`src/rtl/txfill_pkg.sv`:
```
package txfill_pkg;

  // Register field positions: fixed so that software decodes them.
  localparam int THR_LSB  = 16;
  localparam int HLTH_LSB = 8;
  localparam int OVH_LSB  = 0;

  // Integer ceiling division; den is never zero here.
  function automatic logic [31:0] ceil_div(input logic [31:0] num, input logic [31:0] den);
    return (num + den - 32'd1) / den;
  endfunction

  // Fill time for 'words' words, in whole time units, rounded up.
  function automatic logic [31:0] fill_units(input logic [31:0] words,
                                             input logic [31:0] ns_per_word,
                                             input logic [31:0] unit_ns);
    return ceil_div(words * ns_per_word, unit_ns);
  endfunction

  // Latest time before Start-Of-Frame at which a back-off is declared.
  function automatic logic [31:0] budget_ns(input logic [31:0] words,
                                            input logic [31:0] ovh_units,
                                            input logic [31:0] ns_per_word,
                                            input logic [31:0] unit_ns);
    return (fill_units(words, ns_per_word, unit_ns) + ovh_units) * unit_ns;
  endfunction

endpackage

```
`src/rtl/txfill_regs.sv`:
```
module txfill_regs #(
  parameter int THR_W  = 6,
  parameter int HLTH_W = 5,
  parameter int OVH_W  = 8
) (
  input  logic              clk,
  input  logic              rst_n,
  input  logic              wr_en,
  input  logic [31:0]       wr_data,
  input  logic              backoff_evt,
  output logic [THR_W-1:0]  thr_q,
  output logic [OVH_W-1:0]  ovh_q,
  output logic [HLTH_W-1:0] health_q,
  output logic [31:0]       rd_data
);
  import txfill_pkg::*;

  localparam logic [HLTH_W-1:0] HLTH_MAX = {HLTH_W{1'b1}};
  localparam logic [31:0] FIELD_MASK =
      ((32'(1) << THR_W) - 32'd1) << THR_LSB |
      ((32'(1) << OVH_W) - 32'd1) << OVH_LSB;

  logic unused_wr_bits;
  assign unused_wr_bits = ^(wr_data & ~FIELD_MASK);

  logic health_at_max;
  assign health_at_max = (health_q == HLTH_MAX);

  always_ff @(posedge clk) begin
    if (!rst_n) begin
      thr_q    <= '0;
      ovh_q    <= '0;
      health_q <= '0;
    end else begin
      if (wr_en) begin
        thr_q <= wr_data[THR_LSB +: THR_W];
        ovh_q <= wr_data[OVH_LSB +: OVH_W];
      end
      if (wr_en)
        health_q <= '0;
      else if (backoff_evt && !health_at_max)
        health_q <= health_q + 1'b1;
    end
  end

  always_comb begin
    rd_data = '0;
    rd_data[THR_LSB  +: THR_W]  = thr_q;
    rd_data[HLTH_LSB +: HLTH_W] = health_q;
    rd_data[OVH_LSB  +: OVH_W]  = ovh_q;
  end

  // any write leaves the counter cleared
  p_clear_on_write_r2: assert property (@(posedge clk) disable iff (!rst_n)
    wr_en |=> health_q == '0);

  // a back-off without a write counts up by one below the ceiling
  p_count_step_r9: assert property (@(posedge clk) disable iff (!rst_n)
    (backoff_evt && !wr_en && !health_at_max) |=> health_q == $past(health_q) + 1'b1);

  // the ceiling holds
  p_saturate_r9: assert property (@(posedge clk) disable iff (!rst_n)
    (health_at_max && !wr_en) |=> health_q == HLTH_MAX);

  // without events the counter is still
  p_hold_idle_r9: assert property (@(posedge clk) disable iff (!rst_n)
    (!backoff_evt && !wr_en) |=> $stable(health_q));

endmodule

```
`src/rtl/txfill_est.sv`:
```
module txfill_est #(
  parameter int THR_W       = 6,
  parameter int OVH_W       = 8,
  parameter int BURST_W     = 8,
  parameter int THR_MIN     = 2,
  parameter int HS_UNIT_NS  = 1267,
  parameter int FS_UNIT_NS  = 6333,
  parameter int NS_PER_WORD = 100
) (
  input  logic [THR_W-1:0]   thr_prog,
  input  logic [OVH_W-1:0]   ovh,
  input  logic               stream_off,
  input  logic               speed_hs,
  input  logic [BURST_W-1:0] burst_words,
  output logic [THR_W-1:0]   eff_thr,
  output logic [31:0]        need_words,
  output logic [31:0]        budget
);
  import txfill_pkg::*;

  localparam logic [THR_W-1:0] THR_MAX = {THR_W{1'b1}};
  localparam logic [THR_W-1:0] THR_LOW = THR_W'(THR_MIN);

  logic [31:0] unit_ns;

  always_comb begin
    if (stream_off)
      eff_thr = THR_MAX;
    else if (thr_prog < THR_LOW)
      eff_thr = THR_LOW;
    else
      eff_thr = thr_prog;
  end

  assign unit_ns    = speed_hs ? 32'(HS_UNIT_NS) : 32'(FS_UNIT_NS);
  assign need_words = 32'(eff_thr) * 32'(burst_words);
  assign budget     = budget_ns(need_words, 32'(ovh), 32'(NS_PER_WORD), unit_ns);

  // the effective threshold never falls below the floor
  always_comb begin
    a_thr_floor_r5: assert (eff_thr >= THR_LOW);
  end

endmodule

```
`src/rtl/txfill_dec.sv`:
```
module txfill_dec #(
  parameter int LVL_W  = 16,
  parameter int TIME_W = 24
) (
  input  logic              clk,
  input  logic              rst_n,
  input  logic              req_valid,
  input  logic [LVL_W-1:0]  fifo_words,
  input  logic [TIME_W-1:0] sof_left_ns,
  input  logic [31:0]       need_words,
  input  logic [31:0]       budget,
  output logic              backoff_evt,
  output logic              dec_valid,
  output logic              dec_start,
  output logic              dec_wait,
  output logic              dec_backoff
);
  logic fill_met;
  logic time_short;

  assign fill_met    = 32'(fifo_words) >= need_words;
  assign time_short  = 32'(sof_left_ns) <= budget;
  assign backoff_evt = req_valid && !fill_met && time_short;

  always_ff @(posedge clk) begin
    if (!rst_n) begin
      dec_valid   <= 1'b0;
      dec_start   <= 1'b0;
      dec_wait    <= 1'b0;
      dec_backoff <= 1'b0;
    end else begin
      dec_valid   <= req_valid;
      dec_start   <= req_valid && fill_met;
      dec_wait    <= req_valid && !fill_met && !time_short;
      dec_backoff <= backoff_evt;
    end
  end

  // one verdict per request, in the next cycle
  p_verdict_follows_r3: assert property (@(posedge clk) disable iff (!rst_n)
    req_valid |=> dec_valid && $countones({dec_start, dec_wait, dec_backoff}) == 1);

  // no request, no verdict
  p_quiet_r3: assert property (@(posedge clk) disable iff (!rst_n)
    !req_valid |=> !dec_valid && !dec_start && !dec_wait && !dec_backoff);

  // a filled FIFO always starts, whatever the time left
  p_start_priority_r4: assert property (@(posedge clk) disable iff (!rst_n)
    (req_valid && 32'(fifo_words) >= need_words) |=> dec_start && !dec_backoff);

  // a back-off pulse is a single cycle without a new request
  p_backoff_pulse_r7: assert property (@(posedge clk) disable iff (!rst_n)
    (dec_backoff && !req_valid) |=> !dec_backoff);

endmodule

```
`src/rtl/txfill_tune.sv`:
```
module txfill_tune #(
  parameter int THR_W       = 6,
  parameter int HLTH_W      = 5,
  parameter int OVH_W       = 8,
  parameter int LVL_W       = 16,
  parameter int BURST_W     = 8,
  parameter int TIME_W      = 24,
  parameter int THR_MIN     = 2,
  parameter int HS_UNIT_NS  = 1267,
  parameter int FS_UNIT_NS  = 6333,
  parameter int NS_PER_WORD = 100
) (
  input  logic               clk,
  input  logic               rst_n,
  input  logic               cfg_wr_en,
  input  logic [31:0]        cfg_wr_data,
  output logic [31:0]        cfg_rd_data,
  input  logic               stream_off,
  input  logic               speed_hs,
  input  logic               req_valid,
  input  logic [LVL_W-1:0]   fifo_words,
  input  logic [BURST_W-1:0] burst_words,
  input  logic [TIME_W-1:0]  sof_left_ns,
  output logic               dec_valid,
  output logic               dec_start,
  output logic               dec_wait,
  output logic               dec_backoff
);
  logic [THR_W-1:0]  thr_q;
  logic [OVH_W-1:0]  ovh_q;
  logic [HLTH_W-1:0] health_q;
  logic [THR_W-1:0]  eff_thr;
  logic [31:0]       need_words;
  logic [31:0]       budget;
  logic              backoff_evt;

  txfill_regs #(.THR_W(THR_W), .HLTH_W(HLTH_W), .OVH_W(OVH_W)) u_regs (
    .clk(clk), .rst_n(rst_n), .wr_en(cfg_wr_en), .wr_data(cfg_wr_data),
    .backoff_evt(backoff_evt), .thr_q(thr_q), .ovh_q(ovh_q),
    .health_q(health_q), .rd_data(cfg_rd_data)
  );

  txfill_est #(
    .THR_W(THR_W), .OVH_W(OVH_W), .BURST_W(BURST_W), .THR_MIN(THR_MIN),
    .HS_UNIT_NS(HS_UNIT_NS), .FS_UNIT_NS(FS_UNIT_NS), .NS_PER_WORD(NS_PER_WORD)
  ) u_est (
    .thr_prog(thr_q), .ovh(ovh_q), .stream_off(stream_off), .speed_hs(speed_hs),
    .burst_words(burst_words), .eff_thr(eff_thr), .need_words(need_words),
    .budget(budget)
  );

  txfill_dec #(.LVL_W(LVL_W), .TIME_W(TIME_W)) u_dec (
    .clk(clk), .rst_n(rst_n), .req_valid(req_valid), .fifo_words(fifo_words),
    .sof_left_ns(sof_left_ns), .need_words(need_words), .budget(budget),
    .backoff_evt(backoff_evt), .dec_valid(dec_valid), .dec_start(dec_start),
    .dec_wait(dec_wait), .dec_backoff(dec_backoff)
  );

  // stream disable pins the threshold at its maximum
  p_stream_max_r6: assert property (@(posedge clk) disable iff (!rst_n)
    stream_off |-> eff_thr == {THR_W{1'b1}});

  // a write racing a back-off still leaves the counter cleared
  p_write_wins_r10: assert property (@(posedge clk) disable iff (!rst_n)
    (cfg_wr_en && backoff_evt) |=> health_q == '0);

endmodule

```
`config.mk`:
```
export PLATFORM = sky130hd
export DESIGN_NAME = txfill_tune
export DESIGN_NICKNAME = d
export VERILOG_FILES = /design/src/rtl/txfill_pkg.sv /design/src/rtl/txfill_regs.sv /design/src/rtl/txfill_est.sv /design/src/rtl/txfill_dec.sv /design/src/rtl/txfill_tune.sv
export SDC_FILE = /design/constraint.sdc
export NUM_CORES = 1
export LEC_CHECK = 0
export ABC_AREA = 1
export BUFFER_PORTS_ARGS = -buffer_cell sky130_fd_sc_hd__buf_2
export CORE_AREA = 2 2 201 203
export DETAILED_ROUTE_END_ITERATION = 16
export DIE_AREA = 0 0 203 205
export PLACE_DENSITY_LB_ADDON = 0.05
export SYNTH_ARGS = -nofsm -noshare
export SYNTH_HDL_FRONTEND = slang
export SYNTH_SLANG_ARGS = --single-unit
```
`constraint.sdc`:
```
create_clock -name clk -period 46.9 [get_ports clk]
set_clock_uncertainty 0.05 [all_clocks]
set_input_delay 9.38 -clock clk [delete_from_list [all_inputs] [get_ports clk]]
set_output_delay 9.38 -clock clk [all_outputs]
set_load 0.1 [all_outputs]
```
==> flow_metrics.env, run 1 <==
export IMPL_status="finished clean"
export IMPL_timing_rr_end="u_regs.health_q[3]"
export IMPL_gr_total_overflow=0
export IMPL_ys_ff_latch=23
export IMPL_regArea_um2=460.4
export IMPL_end_kind="register"
export IMPL_worst_ep_required_time_ns=47.05
export IMPL_ys_warn_count=0
export IMPL_min_path_type="reg2reg"
export IMPL_critPathLaunch="stream_off"
export IMPL_hold_start="u_regs.health_q[3]"
export IMPL_period_minus_slack_ns=44.16
export IMPL_port_buffers=90
export IMPL_rrSetupSlack_ns=11.41
export IMPL_reg2reg_depth=225
export IMPL_route_detailed_drc=0
export IMPL_core_area_um2=39370
export IMPL_fmax_mhz=22.65
export IMPL_clock_sinks=23
export IMPL_whs_path_depth=2
export IMPL_synth_edff_count=0
export IMPL_gp_congestion=0.9490
export IMPL_arrival_ns=44.31
export IMPL_ys_seq_area_share_pct=1.993
export IMPL_setup_viol=0
export IMPL_cts_tree="yes"
export IMPL_tns_ns=0
export IMPL_htree_levels=1
export IMPL_whs_endpoint="u_regs.health_q[3]"
export IMPL_slew_viol_final=0
export IMPL_timing_final_crit_share_pct=94.16
export IMPL_dr_pass1_iters=6
export IMPL_drive_above_1_share_pct=21.58
export IMPL_synth_avg_cell_area_um2=6.412
export IMPL_cts_root_buffer="clkbuf_16"
export IMPL_cpMaxStageDelayCell="fa_1"
export IMPL_worstSetupPathType="in2reg"
export IMPL_nNetsFinal=4457
export IMPL_crit_fanout=17
export IMPL_slew_headroom_pct=41.52
export IMPL_async_flop_share_pct=0
export IMPL_grt_pass1_wl_um=105400
export IMPL_initial_utilization_pct=58.70
export IMPL_track_usage_pct=30.07
export IMPL_initialDrtViolationCount=1326
export IMPL_ant_nets=0
export IMPL_avgRoutedWirePerCell_um=14.09
export IMPL_clock_tree_buffer_depth=2
export IMPL_start_kind="input pin"
export IMPL_die_width_um=203
export IMPL_yosys_cell_types_count=68
export IMPL_path_common_cell="nand2_1"
export IMPL_dieArea_um2=41620
export IMPL_routed_wl_um=62940
export IMPL_numCtsBuffers=3
export IMPL_grt_max_degree=56
export IMPL_synth_flop_cell="dfxtp_1"
export IMPL_via_per_inst=5.259
export IMPL_synth_area_um2=23110
export IMPL_hpwlAfterDp_um=54800
export IMPL_hold_viol=0
export IMPL_maxCapViolCount=0
export IMPL_ios=122
export IMPL_fill_cells=3720
export IMPL_vias=23490
export IMPL_layout_commonest_cell="nand2_1"
export IMPL_max_stage_delay_ns=0.55
export IMPL_clk_pin_slew_ns=0.06
export IMPL_tightest_slew_ns=0.8773
export IMPL_antenna_found_initial=2
export IMPL_fp_dieH_um=205
export IMPL_multi_input_area_um2=19970
export IMPL_synthCells=3604
export IMPL_worstReg2RegStart="u_regs.thr_q[3]"
export IMPL_syn_to_final_growth_pct=13.70
export IMPL_grt_pass1_vias=22960
export IMPL_clk_latency_ns=0.26
export IMPL_final_cell_mix="786 x nand2_1, 681 x inv_1, 335 x nor2_1"
export IMPL_rows=73
## routing by layer
layer	global-route usage, %	up-vias	share of wire [%]
met2	54.73	535	49
met1	39.62	10840	45
li1	-	12020	-
met5	0	-	0
met3	0.6841	90	3.9
met4	6.934	0	2.2
## synth_stat cells, types with 4 or more instances
| cell type | number | area, um^2 |
|---|---|---|
| nand3b_1 | 18 | 135.1 |
| xnor2_1 | 37 | 324.1 |
| a21oi_1 | 135 | 675.7 |
| dfxtp_1 | 23 | 460.4 |
| nand4_1 | 67 | 419.2 |
| xor2_1 | 105 | 919.6 |
| o211ai_1 | 9 | 67.56 |
| nand2_4 | 75 | 844.6 |
| nor2_8 | 5 | 100.1 |
| buf_6 | 5 | 56.30 |
| clkbuf_1 | 4 | 15.01 |
| or2_2 | 13 | 81.33 |
| nor2_4 | 32 | 360.4 |
| fa_1 | 137 | 2743 |
| nor3_1 | 29 | 145.1 |
| buf_4 | 13 | 97.59 |
| nand2_1 | 788 | 2958 |
| nand4_2 | 5 | 62.56 |
| nand2_2 | 138 | 863.3 |
| a21o_1 | 9 | 67.56 |
| nand3_4 | 20 | 350.3 |
| ha_1 | 294 | 3679 |
| inv_2 | 17 | 63.81 |
| clkinv_1 | 8 | 30.03 |
| nor3_4 | 4 | 65.06 |
| inv_4 | 7 | 43.79 |
| nor2_2 | 46 | 287.8 |
| a211oi_1 | 4 | 30.03 |
| buf_12 | 6 | 120.1 |
| o21ai_2 | 7 | 61.31 |
| nand3_2 | 48 | 480.5 |
| a31oi_1 | 7 | 43.79 |
| nand3_1 | 306 | 1531 |
| o21bai_1 | 12 | 90.09 |
| nor2_1 | 343 | 1287 |
| inv_1 | 684 | 2567 |
| o31ai_1 | 6 | 45.04 |
| o21ai_0 | 90 | 450.4 |
## worst max-delay path: cells and delay by family
kind,cells,cell delay [ns]
xor+xnor,8,1.54
fa+ha+maj,31,11.44
compound gates,39,6.66
simple gates,116,12.15
buf+inv,33,3.10
## worst max-delay path by stage
stage	endpoint	cells after the start
after CTS	u_regs.health_q[3]	222
final	u_regs.health_q[3]	227
after global placement	u_regs.health_q[3]	219
after floorplan	u_regs.health_q[3]	239
after detailed placement	u_regs.health_q[3]	221
after global routing	u_regs.health_q[3]	235
## logic make-up after synthesis
kind of cell / synth area share, %
xor+xnor: 5.382
buf+inv: 13.66
compound gates: 7.542
flops: 1.993
simple gates: 43.61
fa+ha+maj: 27.79
other cells: 0.03250
## repair_timing
action                                 in CTS  in global routing
endpoints found under the hold margin       0                  0
hold buffers                                0                  0
setup endpoints to repair                   0                  7
resized for setup                           0                113
setup buffers                               0                 25
## final cells by class
| type | count | area share, % |
|---|---|---|
| flip-flops and latches | 23 | 1.752 |
| repair buffers | 341 | 8.943 |
| well taps | 525 | 2.500 |
| inverters | 721 | 10.47 |
| multi-input cells | 2850 | 76.00 |
| clock buffers | 3 | 0.2857 |
| clock inverters | 1 | 0.02857 |
| diodes | 2 | 0.01905 |
## registers in the layout, indices dropped and copies added (netlist names)
| name | cells |
|---|---|
| u_regs.health_q | 5 |
| u_dec.dec_valid | 1 |
| u_dec.dec_wait | 1 |
| u_regs.thr_q | 6 |
| u_dec.dec_start | 1 |
| u_regs.ovh_q | 8 |
| u_dec.dec_backoff | 1 |
## stage by stage
step	area, um^2	worst slack, ns	util, %	hold slack [ns]	cells
3_5_place_dp	25600	0.2972	65.03	0.4250	4435
2_1_floorplan	23210	2.572	-	0.8817	3630
6_report	26270	2.740	66.74	0.4338	4466
5_1_grt	26270	-0.2196	66.74	0.4828	4466
3_3_place_gp	25600	0.9721	65.03	0.4275	4435
4_1_cts	25680	0.4645	65.24	0.4375	4439
Power of run 1 is not shown: default switching activity piles up to over one toggle a cycle in this logic, so the estimate is an artifact.
==> run 2, diff against run 1 <==
--- a/config.mk
+++ b/config.mk
@@ -7,10 +7,11 @@
 export LEC_CHECK = 0
 export ABC_AREA = 1
 export BUFFER_PORTS_ARGS = -buffer_cell sky130_fd_sc_hd__buf_2
-export CORE_AREA = 2 2 201 203
+export CORE_AREA = 2 2 198 200
 export DETAILED_ROUTE_END_ITERATION = 16
-export DIE_AREA = 0 0 203 205
+export DIE_AREA = 0 0 200 202
 export PLACE_DENSITY_LB_ADDON = 0.05
 export SYNTH_ARGS = -nofsm -noshare
 export SYNTH_HDL_FRONTEND = slang
+export SYNTH_HIERARCHICAL = 1
 export SYNTH_SLANG_ARGS = --single-unit
==> flow_metrics.env, run 2 <==
export IMPL_slew_headroom_pct=37.69
export IMPL_clk_latency_ns=0.28
export IMPL_drive_above_1_share_pct=17.85
export IMPL_route_detailed_drc=0
export IMPL_diodes=0
export IMPL_timing_final_crit_share_pct=94.58
export IMPL_vias=23320
export IMPL_ys_warn_count=6
export IMPL_cts_root_buffer="clkbuf_16"
export IMPL_reg2reg_depth=240
export IMPL_clk_pin_slew_ns=0.08
export IMPL_timing_rr_end="u_regs/health_q[3]"
export IMPL_routed_wl_um=61410
export IMPL_arrival_ns=44.48
export IMPL_rrSetupSlack_ns=11.13
export IMPL_final_area_um2=25620
export IMPL_fp_dieH_um=202
export IMPL_slew_viol_final=0
export IMPL_layout_commonest_cell="nand2_1"
export IMPL_ys_top_cells_by_area="ha_1 17%, nand2_1 15%, fa_1 12%"
export IMPL_async_flop_share_pct=0
export IMPL_crit_fanout=13
export IMPL_ios=122
export IMPL_start_kind="input pin"
export IMPL_initialDrtViolationCount=1267
export IMPL_htree_levels=1
export IMPL_min_path_type="reg2reg"
export IMPL_gr_total_overflow=0
export IMPL_grt_pass1_wl_um=100900
export IMPL_clock_sinks=23
export IMPL_synthCells=3655
export IMPL_status="finished clean"
export IMPL_hpwlAfterDp_um=52370
export IMPL_worstSetupPathType="in2reg"
export IMPL_core_area_um2=38290
export IMPL_nNetsFinal=4501
export IMPL_dr_pass1_iters=7
export IMPL_maxCapViolCount=0
export IMPL_track_usage_pct=29.88
export IMPL_regMostFlops="u_regs/ovh_q"
export IMPL_fmax_mhz=22.54
export IMPL_ys_seq_area_share_pct=2.062
export IMPL_period_minus_slack_ns=44.36
export IMPL_worstReg2RegStart="u_regs/thr_q[1]"
export IMPL_max_stage_delay_ns=0.56
export IMPL_synth_avg_cell_area_um2=6.111
export IMPL_synth_area_um2=22340
export IMPL_yosys_cell_count_top_type="nand2_1"
export IMPL_clock_tree_buffer_depth=2
export IMPL_die_width_um=200
export IMPL_port_buffers=90
export IMPL_avgRoutedWirePerCell_um=13.66
export IMPL_initial_utilization_pct=58.34
export IMPL_cpLargestDelayFamily="simple AND/OR/NAND/NOR gates"
export IMPL_cts_tree="yes"
export IMPL_worst_ep_required_time_ns=47.02
export IMPL_setup_viol=0
export IMPL_place_area_um2=24630
export IMPL_synth_flop_cell="dfxtp_1"
export IMPL_rows=72
export IMPL_numCtsBuffers=3
export IMPL_critPathLaunch="stream_off"
export IMPL_tightest_slew_ns=0.9347
export IMPL_synth_edff_count=0
export IMPL_path_common_cell="nand2_1"
export IMPL_grt_max_degree=58
export IMPL_via_per_inst=5.187
export IMPL_gp_congestion=0.9541
export IMPL_syn_to_final_growth_pct=14.69
export IMPL_hold_viol=0
export IMPL_dieArea_um2=40400
export IMPL_synth_top_area_share_pct=16.75
export IMPL_yosysTopAreaCell="ha_1"
export IMPL_synthTopCellsByCount="903 x nand2_1, 682 x inv_1, 388 x nor2_1"
export IMPL_yosys_cell_types_count=59
export IMPL_top_regs="u_regs/ovh_q: 8 flops, u_regs/thr_q: 6 flops, u_regs/health_q: 5 flops"
export IMPL_largest_reg_flops=8
export IMPL_ant_nets=0
export IMPL_crit_cells=239
export IMPL_cpMaxStageDelayCell="fa_1"
export IMPL_cp_num_buf_inv=45
export IMPL_grt_pass1_vias=22740
export IMPL_final_cell_mix="896 x nand2_1, 676 x inv_1, 378 x nor2_1"
export IMPL_end_kind="register"
export IMPL_antenna_found_initial=0
export IMPL_ys_ff_latch=23
export IMPL_crit_path_end="u_regs/health_q[3]"
run 2: cell types whose count changed after synthesis, sizes merged, moves of 7 or more:
cell,previous run,this run
o21ai,101,94
inv,709,730
nor2,426,437
nand4,72,57
buf,28,74
a21oi,140,154
a21boi,3,12
clkinv,12,4
run 2: timing repair:
item,in CTS,in global routing
hold buffers,0,0
gates resized for setup,0,142
endpoints found under the setup margin,0,7
buffers inserted,0,38
run 2: area by class of cell:
type	instances	area [um^2]
inverters	734	2784
clock buffers	3	75.07
well taps	518	648.1
multi-input cells	2869	19230
flip-flops and latches	23	460.4
clock inverters	1	7.507
fillers	3662	12670
repair buffers	348	2414
run 2: kinds of logic (layout without fill, tap and decap cells):
logic type,Yosys count,count (layout),synth area share (%)
compound gates,301,301,7.546
xor+xnor,141,141,5.529
fa+ha+maj,436,436,29.03
buf+inv,810,1086,15.24
flops,23,23,2.062
other cells,3,48,0.05041
simple gates,1941,1943,40.54
run 2: worst min path at each step:
stage	cells past startpoint	end	slack (ns)	from
floorplan	2	u_regs/health_q[0]	0.43	u_regs/health_q[0]
global placement	2	u_regs/health_q[0]	0.45	u_regs/health_q[0]
detailed placement	2	u_regs/health_q[4]	0.46	u_regs/health_q[4]
CTS	2	u_regs/health_q[4]	0.47	u_regs/health_q[4]
global route	2	u_regs/health_q[4]	0.50	u_regs/health_q[4]
finish	2	u_regs/health_q[4]	0.47	u_regs/health_q[4]
run 2: per-layer routing:
layer | global-route usage [%] | vias to the layer above | part of all wire, %
met3 | 1.752 | 116 | 3.7
met5 | 0 | - | 0
met1 | 37.72 | 10670 | 44
met4 | 8.968 | 0 | 3.2
li1 | - | 12020 | -
met2 | 54.24 | 513 | 49
run 2: worst register-to-register path: cells and delay by family, from the launching register on:
family	cells	cell delay (ns)
xor gates and xnor gates	11	2.21
and+or+nand+nor	129	14.01
AOI/OAI and AO/OA	27	4.23
buffers and inverters	44	4.11
adders and majority gates	29	10.60
DFF	1	0.45
run 2: per-stage QoR:
step	TNS (ns)	util (%)	cells	hold WS [ns]	setup slack, ns
after global routing	-0.8278	66.91	4496	0.4956	-0.1967
after detailed placement	0	64.33	4452	0.4587	0.1356
after global placement	0	64.33	4452	0.4476	0.7445
after floorplan	0	-	3700	0.4316	3.162
after CTS	0	64.55	4456	0.4705	0.2641
final	0	66.91	4496	0.4747	2.542
Power of run 2 is left out for the same reason.
